===== src/rtl/hb_pwm_pkg.sv =====
package hb_pwm_pkg;

    // Default widths shared by the timer and the dead-band logic.
    localparam int HB_CNT_W = 8;
    localparam int HB_DB_W  = 7;

    // Number of output phases driven by the dead-band stage.
    localparam int HB_NUM_OUT = 2;

    // Index of each output inside the gated output vector.
    localparam int HB_OUT_PRI = 0;
    localparam int HB_OUT_SEC = 1;

    typedef enum logic {
        HB_IDLE = 1'b0,
        HB_RUN  = 1'b1
    } hb_run_e;

endpackage


===== src/rtl/hb_pwm_timebase.sv =====
// Up-counting period timer with boundary-loaded working settings.
// Exposes both the registered state and the next-state values so the
// downstream stages can register their outputs aligned with the timer.
module hb_pwm_timebase
    import hb_pwm_pkg::*;
#(
    parameter int CNT_W = HB_CNT_W,
    parameter int DB_W  = HB_DB_W
) (
    input  logic             clk_i,
    input  logic             rst_i,
    input  logic             en_i,
    input  logic [CNT_W-1:0] period_i,
    input  logic [DB_W-1:0]  dead_i,
    input  logic [CNT_W-1:0] duty_i,
    output logic             run_d_o,
    output logic [CNT_W-1:0] tmr_d_o,
    output logic [CNT_W-1:0] duty_d_o,
    output logic [DB_W-1:0]  db_d_o,
    output logic             run_q_o,
    output logic [CNT_W-1:0] tmr_q_o,
    output logic [CNT_W-1:0] pr_q_o,
    output logic [DB_W-1:0]  db_q_o,
    output logic             strobe_q_o
);

    localparam logic [CNT_W-1:0] TMR_ZERO = '0;
    localparam logic [CNT_W-1:0] TMR_ONE  = {{(CNT_W-1){1'b0}}, 1'b1};

    typedef struct packed {
        hb_run_e          run;
        logic [CNT_W-1:0] tmr;
        logic [CNT_W-1:0] pr;
        logic [CNT_W-1:0] duty;
        logic [DB_W-1:0]  db;
        logic             stb;
    } tb_state_t;

    tb_state_t s_q, s_d;

    logic at_boundary;

    always_comb begin
        at_boundary = (s_q.run == HB_IDLE) || (s_q.tmr == s_q.pr);
        s_d         = s_q;
        s_d.stb     = 1'b0;
        if (!en_i) begin
            s_d.run = HB_IDLE;
            s_d.tmr = TMR_ZERO;
        end else if (at_boundary) begin
            s_d.run  = HB_RUN;
            s_d.tmr  = TMR_ZERO;
            s_d.pr   = period_i;
            s_d.duty = duty_i;
            s_d.db   = dead_i;
            s_d.stb  = 1'b1;
        end else begin
            s_d.tmr = s_q.tmr + TMR_ONE;
        end
    end

    always_ff @(posedge clk_i) begin
        if (rst_i) begin
            s_q <= '0;
        end else begin
            s_q <= s_d;
        end
    end

    assign run_d_o    = (s_d.run == HB_RUN) && !rst_i;
    assign tmr_d_o    = s_d.tmr;
    assign duty_d_o   = s_d.duty;
    assign db_d_o     = s_d.db;
    assign run_q_o    = (s_q.run == HB_RUN);
    assign tmr_q_o    = s_q.tmr;
    assign pr_q_o     = s_q.pr;
    assign db_q_o     = s_q.db;
    assign strobe_q_o = s_q.stb;

endmodule


===== src/rtl/hb_pwm_compare.sv =====
// Nominal phase decision: primary phase while the timer is below duty.
module hb_pwm_compare #(
    parameter int CNT_W = 8
) (
    input  logic [CNT_W-1:0] tmr_i,
    input  logic [CNT_W-1:0] duty_i,
    output logic             pri_phase_o
);

    always_comb begin
        pri_phase_o = (tmr_i < duty_i);
    end

endmodule


===== src/rtl/hb_pwm_deadband.sv =====
// Tracks cycles since the last nominal phase change and releases an
// output only once that age reaches the dead-band count.
module hb_pwm_deadband
    import hb_pwm_pkg::*;
#(
    parameter int DB_W = HB_DB_W
) (
    input  logic            clk_i,
    input  logic            rst_i,
    input  logic            run_d_i,
    input  logic            pri_phase_d_i,
    input  logic [DB_W-1:0] db_d_i,
    output logic            pri_o,
    output logic            sec_o
);

    localparam logic [DB_W-1:0] AGE_MAX  = {DB_W{1'b1}};
    localparam logic [DB_W-1:0] AGE_ZERO = '0;
    localparam logic [DB_W-1:0] AGE_ONE  = {{(DB_W-1){1'b0}}, 1'b1};

    typedef struct packed {
        logic                  run;
        logic                  phase;
        logic [DB_W-1:0]       age;
        logic [HB_NUM_OUT-1:0] outs;
    } db_state_t;

    db_state_t s_q, s_d;

    logic                  phase_change;
    logic [DB_W-1:0]       age_nxt;
    logic [HB_NUM_OUT-1:0] gate;
    logic [HB_NUM_OUT-1:0] want;

    // Age of the current nominal phase, saturating at its maximum.
    always_comb begin
        phase_change = !s_q.run || (pri_phase_d_i != s_q.phase);
        if (phase_change) begin
            age_nxt = AGE_ZERO;
        end else if (s_q.age == AGE_MAX) begin
            age_nxt = AGE_MAX;
        end else begin
            age_nxt = s_q.age + AGE_ONE;
        end
    end

    assign want[HB_OUT_PRI] = pri_phase_d_i;
    assign want[HB_OUT_SEC] = !pri_phase_d_i;

    for (genvar g = 0; g < HB_NUM_OUT; g++) begin : g_gate
        assign gate[g] = want[g] && (age_nxt >= db_d_i);
    end

    always_comb begin
        s_d = s_q;
        if (!run_d_i) begin
            s_d = '0;
        end else begin
            s_d.run   = 1'b1;
            s_d.phase = pri_phase_d_i;
            s_d.age   = age_nxt;
            s_d.outs  = gate;
        end
    end

    always_ff @(posedge clk_i) begin
        if (rst_i) begin
            s_q <= '0;
        end else begin
            s_q <= s_d;
        end
    end

    assign pri_o = s_q.outs[HB_OUT_PRI];
    assign sec_o = s_q.outs[HB_OUT_SEC];

endmodule


===== src/rtl/hb_pwm.sv =====
// Half-bridge complementary PWM generator with programmable dead-band.
module hb_pwm
    import hb_pwm_pkg::*;
#(
    parameter int CNT_W = HB_CNT_W,
    parameter int DB_W  = HB_DB_W
) (
    input  logic             clk_i,
    input  logic             rst_i,
    input  logic             en_i,
    input  logic [CNT_W-1:0] period_i,
    input  logic [CNT_W-1:0] duty_i,
    input  logic [DB_W-1:0]  dead_i,
    output logic             pwm_a_o,
    output logic             pwm_b_o,
    output logic             strobe_o
);

    logic             run_d_w;
    logic [CNT_W-1:0] tmr_d_w;
    logic [CNT_W-1:0] duty_d_w;
    logic [DB_W-1:0]  db_d_w;
    logic             run_w;
    logic [CNT_W-1:0] tmr_w;
    logic [CNT_W-1:0] pr_w;
    logic [DB_W-1:0]  db_w;
    logic             pri_phase_d_w;

    hb_pwm_timebase #(
        .CNT_W (CNT_W),
        .DB_W  (DB_W)
    ) u_timebase (
        .clk_i      (clk_i),
        .rst_i      (rst_i),
        .en_i       (en_i),
        .period_i   (period_i),
        .dead_i     (dead_i),
        .duty_i     (duty_i),
        .run_d_o    (run_d_w),
        .tmr_d_o    (tmr_d_w),
        .duty_d_o   (duty_d_w),
        .db_d_o     (db_d_w),
        .run_q_o    (run_w),
        .tmr_q_o    (tmr_w),
        .pr_q_o     (pr_w),
        .db_q_o     (db_w),
        .strobe_q_o (strobe_o)
    );

    hb_pwm_compare #(
        .CNT_W (CNT_W)
    ) u_compare (
        .tmr_i       (tmr_d_w),
        .duty_i      (duty_d_w),
        .pri_phase_o (pri_phase_d_w)
    );

    hb_pwm_deadband #(
        .DB_W (DB_W)
    ) u_deadband (
        .clk_i         (clk_i),
        .rst_i         (rst_i),
        .run_d_i       (run_d_w),
        .pri_phase_d_i (pri_phase_d_w),
        .db_d_i        (db_d_w),
        .pri_o         (pwm_a_o),
        .sec_o         (pwm_b_o)
    );

endmodule


===== config.mk =====
export PLATFORM = sky130hd
export DESIGN_NAME = hb_pwm
export DESIGN_NICKNAME = d
export VERILOG_FILES = /design/src/rtl/hb_pwm_pkg.sv /design/src/rtl/hb_pwm_timebase.sv /design/src/rtl/hb_pwm_compare.sv /design/src/rtl/hb_pwm_deadband.sv /design/src/rtl/hb_pwm.sv
export SDC_FILE = /design/constraint.sdc
export NUM_CORES = 1
export LEC_CHECK = 0
export BUFFER_PORTS_ARGS = -buffer_cell sky130_fd_sc_hd__buf_2
export CAP_MARGIN = 20
export CORE_AREA = 2 2 110 112
export CTS_BUF_LIST = sky130_fd_sc_hd__clkbuf_2 sky130_fd_sc_hd__clkbuf_4 sky130_fd_sc_hd__clkbuf_8
export DETAILED_ROUTE_END_ITERATION = 6
export DIE_AREA = 0 0 112 114
export PLACE_DENSITY = 0.5
export RECOVER_POWER = 50
export SLEW_MARGIN = 10
export SYNTH_ARGS = -nofsm -noshare
export SYNTH_HDL_FRONTEND = slang
export SYNTH_HIERARCHICAL = 1
export SYNTH_SLANG_ARGS = --single-unit

===== constraint.sdc =====
create_clock -name clk_i -period 4.75 [get_ports clk_i]
set_input_delay 0.95 -clock clk_i [delete_from_list [all_inputs] [get_ports clk_i]]
set_output_delay 0.95 -clock clk_i [all_outputs]
set_load 0.02 [all_outputs]

==> run_results.csv <==
group,metric,value,unit
layout,final_cells,557,
worst_setup_path,path_cells,"xnor2_1, nand4_2, o21a_1, o211ai_1, inv_1, ha_1, a211oi_2, o21ai_1, a41oi_1, xnor2_1, nand2_1, a21o_2, ha_1, nor2b_1, o21ai_0, a21oi_1, nor3b_1",
global_route,grt_pass1_wl,14.8,mm
floorplan,row_count,40,
timing,slew_viol_final,0,
job,cap_violations,0,
placed_design,io_buffers,28,
power_and_ir_drop,p_per_area,276,nW/um^2
layout,drive_above_1_share,11.2,%
clocking,clkSinkCount,44,
global_route,track_usage,13.9,%
synthesis,syn-instance-count,419,
clocking,clk_pin_slew_worst_paths,100,ps
timing,setup_violations,0,
floorplan,pin_count,29,
placed_design,placedCellCount,548,
global_route,grt-ovfl-total,0,
layout,n_antenna_cell,0,
placed_design,globalplace.congestion,0.838,
clocking,post-cts-setup-buffers,0,
layout,seqCellArea,881,sq um
synthesis,syn_nets,461,
synthesis,netlist_area,3240,sq um
worst_setup_path,path_class,"register to register",
layout,fillers,1276,
worst_setup_path,r2r-end,"u_deadband/sec_o$_SDFF_PP0_",
floorplan,die_x,112,microns
floorplan,core_area,11700,sq um
clocking,holdBufCountCts,0,
worst_setup_path,cp.arrival,4450,ps
floorplan,die-area,12800,sq um
timing,finalCritPeriodShare,89.0,%
clocking,h-tree-depth,2,
layout,fin_nets,451,
layout,multiInputGateArea,1970,sq um
clocking,worstSkewPairLatency,310,ps
floorplan,dieHeight,114,microns
synthesis,avgSynthCellArea,7.73,sq um
worst_setup_path,cp_num_buf_inv,1,
power_and_ir_drop,ir_drop,140,uV
floorplan,start_util,27.6,%
route,drc,0,
worst_hold_path,hold_path_class,"register to register",
worst_setup_path,rr_worst_depth,17,
clocking,cts_tree,"yes",
route,first_pass_iters,4,
worst_setup_path,path_max_fanout,24,
layout,syn2layout_area_growth,4.75,%
timing,finalHoldViolCount,0,
worst_setup_path,endpoint,"u_deadband/sec_o$_SDFF_PP0_",
status,outcome,"complete, no violations",
worst_setup_path,cpMaxStageDelayCell,"o21a_1",
timing,clock-skew-final,22.4,ps
worst_setup_path,critical_path.startpoint,"u_timebase/tmr_q_o[0]$_SDFF_PP0_",
worst_setup_path,crit_family,"compound AO/OA/AOI/OAI gates",
timing,clock.fmax,0.237,GHz
global_route,grt_max_degree,41,
route,first_iter_violations,278,
route,wl_per_cell,15.6,microns
clocking,cts_buffers,5,
worst_setup_path,cp.required,4970,ps
worst_setup_path,worst-path-stages,17,
worst_setup_path,r2r_slack,520,ps
route,ant_nets,0,
global_route,grt_pass1_vias,2999,
synthesis,yosysWarningCount,6,
route,via_per_inst,5.34,
clocking,clockBufferDepth,2,
timing,post-route-min-period,4230,ps
clocking,cts-root-buf,"clkbuf_8",
route,drt-total-wl,8.70,mm
worst_setup_path,end_kind,"register",
global_route,antenna_found_initial,0,
worst_setup_path,r2r-start,"u_timebase/tmr_q_o[0]$_SDFF_PP0_",
worst_setup_path,startpoint_type,"register",
timing,tns,0,ps
timing,worst_slew_pin_slew,1460,ps
worst_setup_path,cp_slowest_stage_delay,530,ps
timing,rsz0062_at_grt,"no",
clocking,cts_resized,0,
timing,timing.hold.ws,503,ps
timing,relSlewSlack,2.81,%
route,vias,2974,
placed_design,dpl.hpwl,5.79,mm
power_and_ir_drop,power.static_leakage,1.23,nW
cell type report:
type	instances	area share, %
clock buffers	5	2.03
clock inverters	3	0.738
inverters	16	1.77
multi-input cells	305	58.2
flip-flops and latches	44	26.0
well taps	147	5.42
repair buffers	37	5.87
worst reg2reg max path: stages, from the launching register on:
cell	delay (ps)
dfxtp_1	520
xnor2_1	180
nand4_2	110
o21a_1	530
o211ai_1	330
inv_1	60
ha_1	310
a211oi_2	210
o21ai_1	90
a41oi_1	350
xnor2_1	180
nand2_1	200
a21o_2	240
ha_1	260
nor2b_1	40
o21ai_0	190
a21oi_1	120
nor3b_1	200
cell usage in the layout (no fill, tap or decap), types with 8 or more instances in the layout:
cell and count:
a21oi_1 8, a31oi_1 23, buf_2 24, buf_4 8, dfxtp_1 44, ha_1 16, inv_1 15, nand2_1 53
nand2b_1 15, nand3_1 8, nor2_1 40, nor2b_1 9, nor3b_1 9, o211ai_1 17, o21bai_1 14, o311ai_0 10
o311ai_1 12, or4_1 22, xnor2_1 10
report_power, final:
part,internal [mW],switching (mW),total [mW],leakage [nW]
Clock,0.108,0.153,0.261,0.0452
Combinational,0.0861,0.177,0.263,0.827
Sequential,0.395,0.0180,0.413,0.360
how the worst min path moves through the flow:
| stage | endpoint | startpoint | cells after the start |
|---|---|---|---|
| floorplan | u_deadband/s_q[2]$_SDFF_PP0_ | u_deadband/s_q[2]$_SDFF_PP0_ | 1 |
| global placement | u_deadband/s_q[2]$_SDFF_PP0_ | u_deadband/s_q[2]$_SDFF_PP0_ | 1 |
| detailed placement | u_deadband/s_q[2]$_SDFF_PP0_ | u_deadband/s_q[2]$_SDFF_PP0_ | 1 |
| CTS | u_deadband/s_q[2]$_SDFF_PP0_ | u_deadband/s_q[2]$_SDFF_PP0_ | 1 |
| global route | u_deadband/s_q[2]$_SDFF_PP0_ | u_deadband/s_q[2]$_SDFF_PP0_ | 1 |
| finish | u_deadband/s_q[2]$_SDFF_PP0_ | u_deadband/s_q[2]$_SDFF_PP0_ | 1 |
registers in the layout (all words and copies together), names as in the netlist:
signal,count
u_timebase/strobe_q_o,1
u_deadband/s_q,9
u_timebase/run_q_o,1
u_timebase/pr_q_o,8
u_timebase/s_q,8
u_timebase/tmr_q_o,8
u_deadband/pri_o,1
u_deadband/sec_o,1
u_timebase/db_q_o,7
through the flow:
| step | utilization, % | area (sq um) | setup slack (ps) | power [mW] |
|---|---|---|---|---|
| 6_report | 29.0 | 3390 | 524 | 0.937 |
| 5_1_grt | 29.0 | 3390 | 68.1 | 1.00 |
| 4_1_cts | 29.0 | 3400 | 512 | 0.949 |
| 3_5_place_dp | 28.2 | 3310 | 425 | 0.683 |
| 3_3_place_gp | 28.2 | 3310 | 588 | 0.678 |
| 2_1_floorplan | - | 3240 | 959 | 0.638 |
layer usage:
layer	global-route usage [%]	vias to the layer above	wire length [microns]
li1	-	1481	-
met1	18.6	1417	4230
met2	23.6	65	4030
met3	2.28	11	318
met4	3.74	0	120
met5	0	-	0
Note: power is estimated with default switching activity, not from simulation.
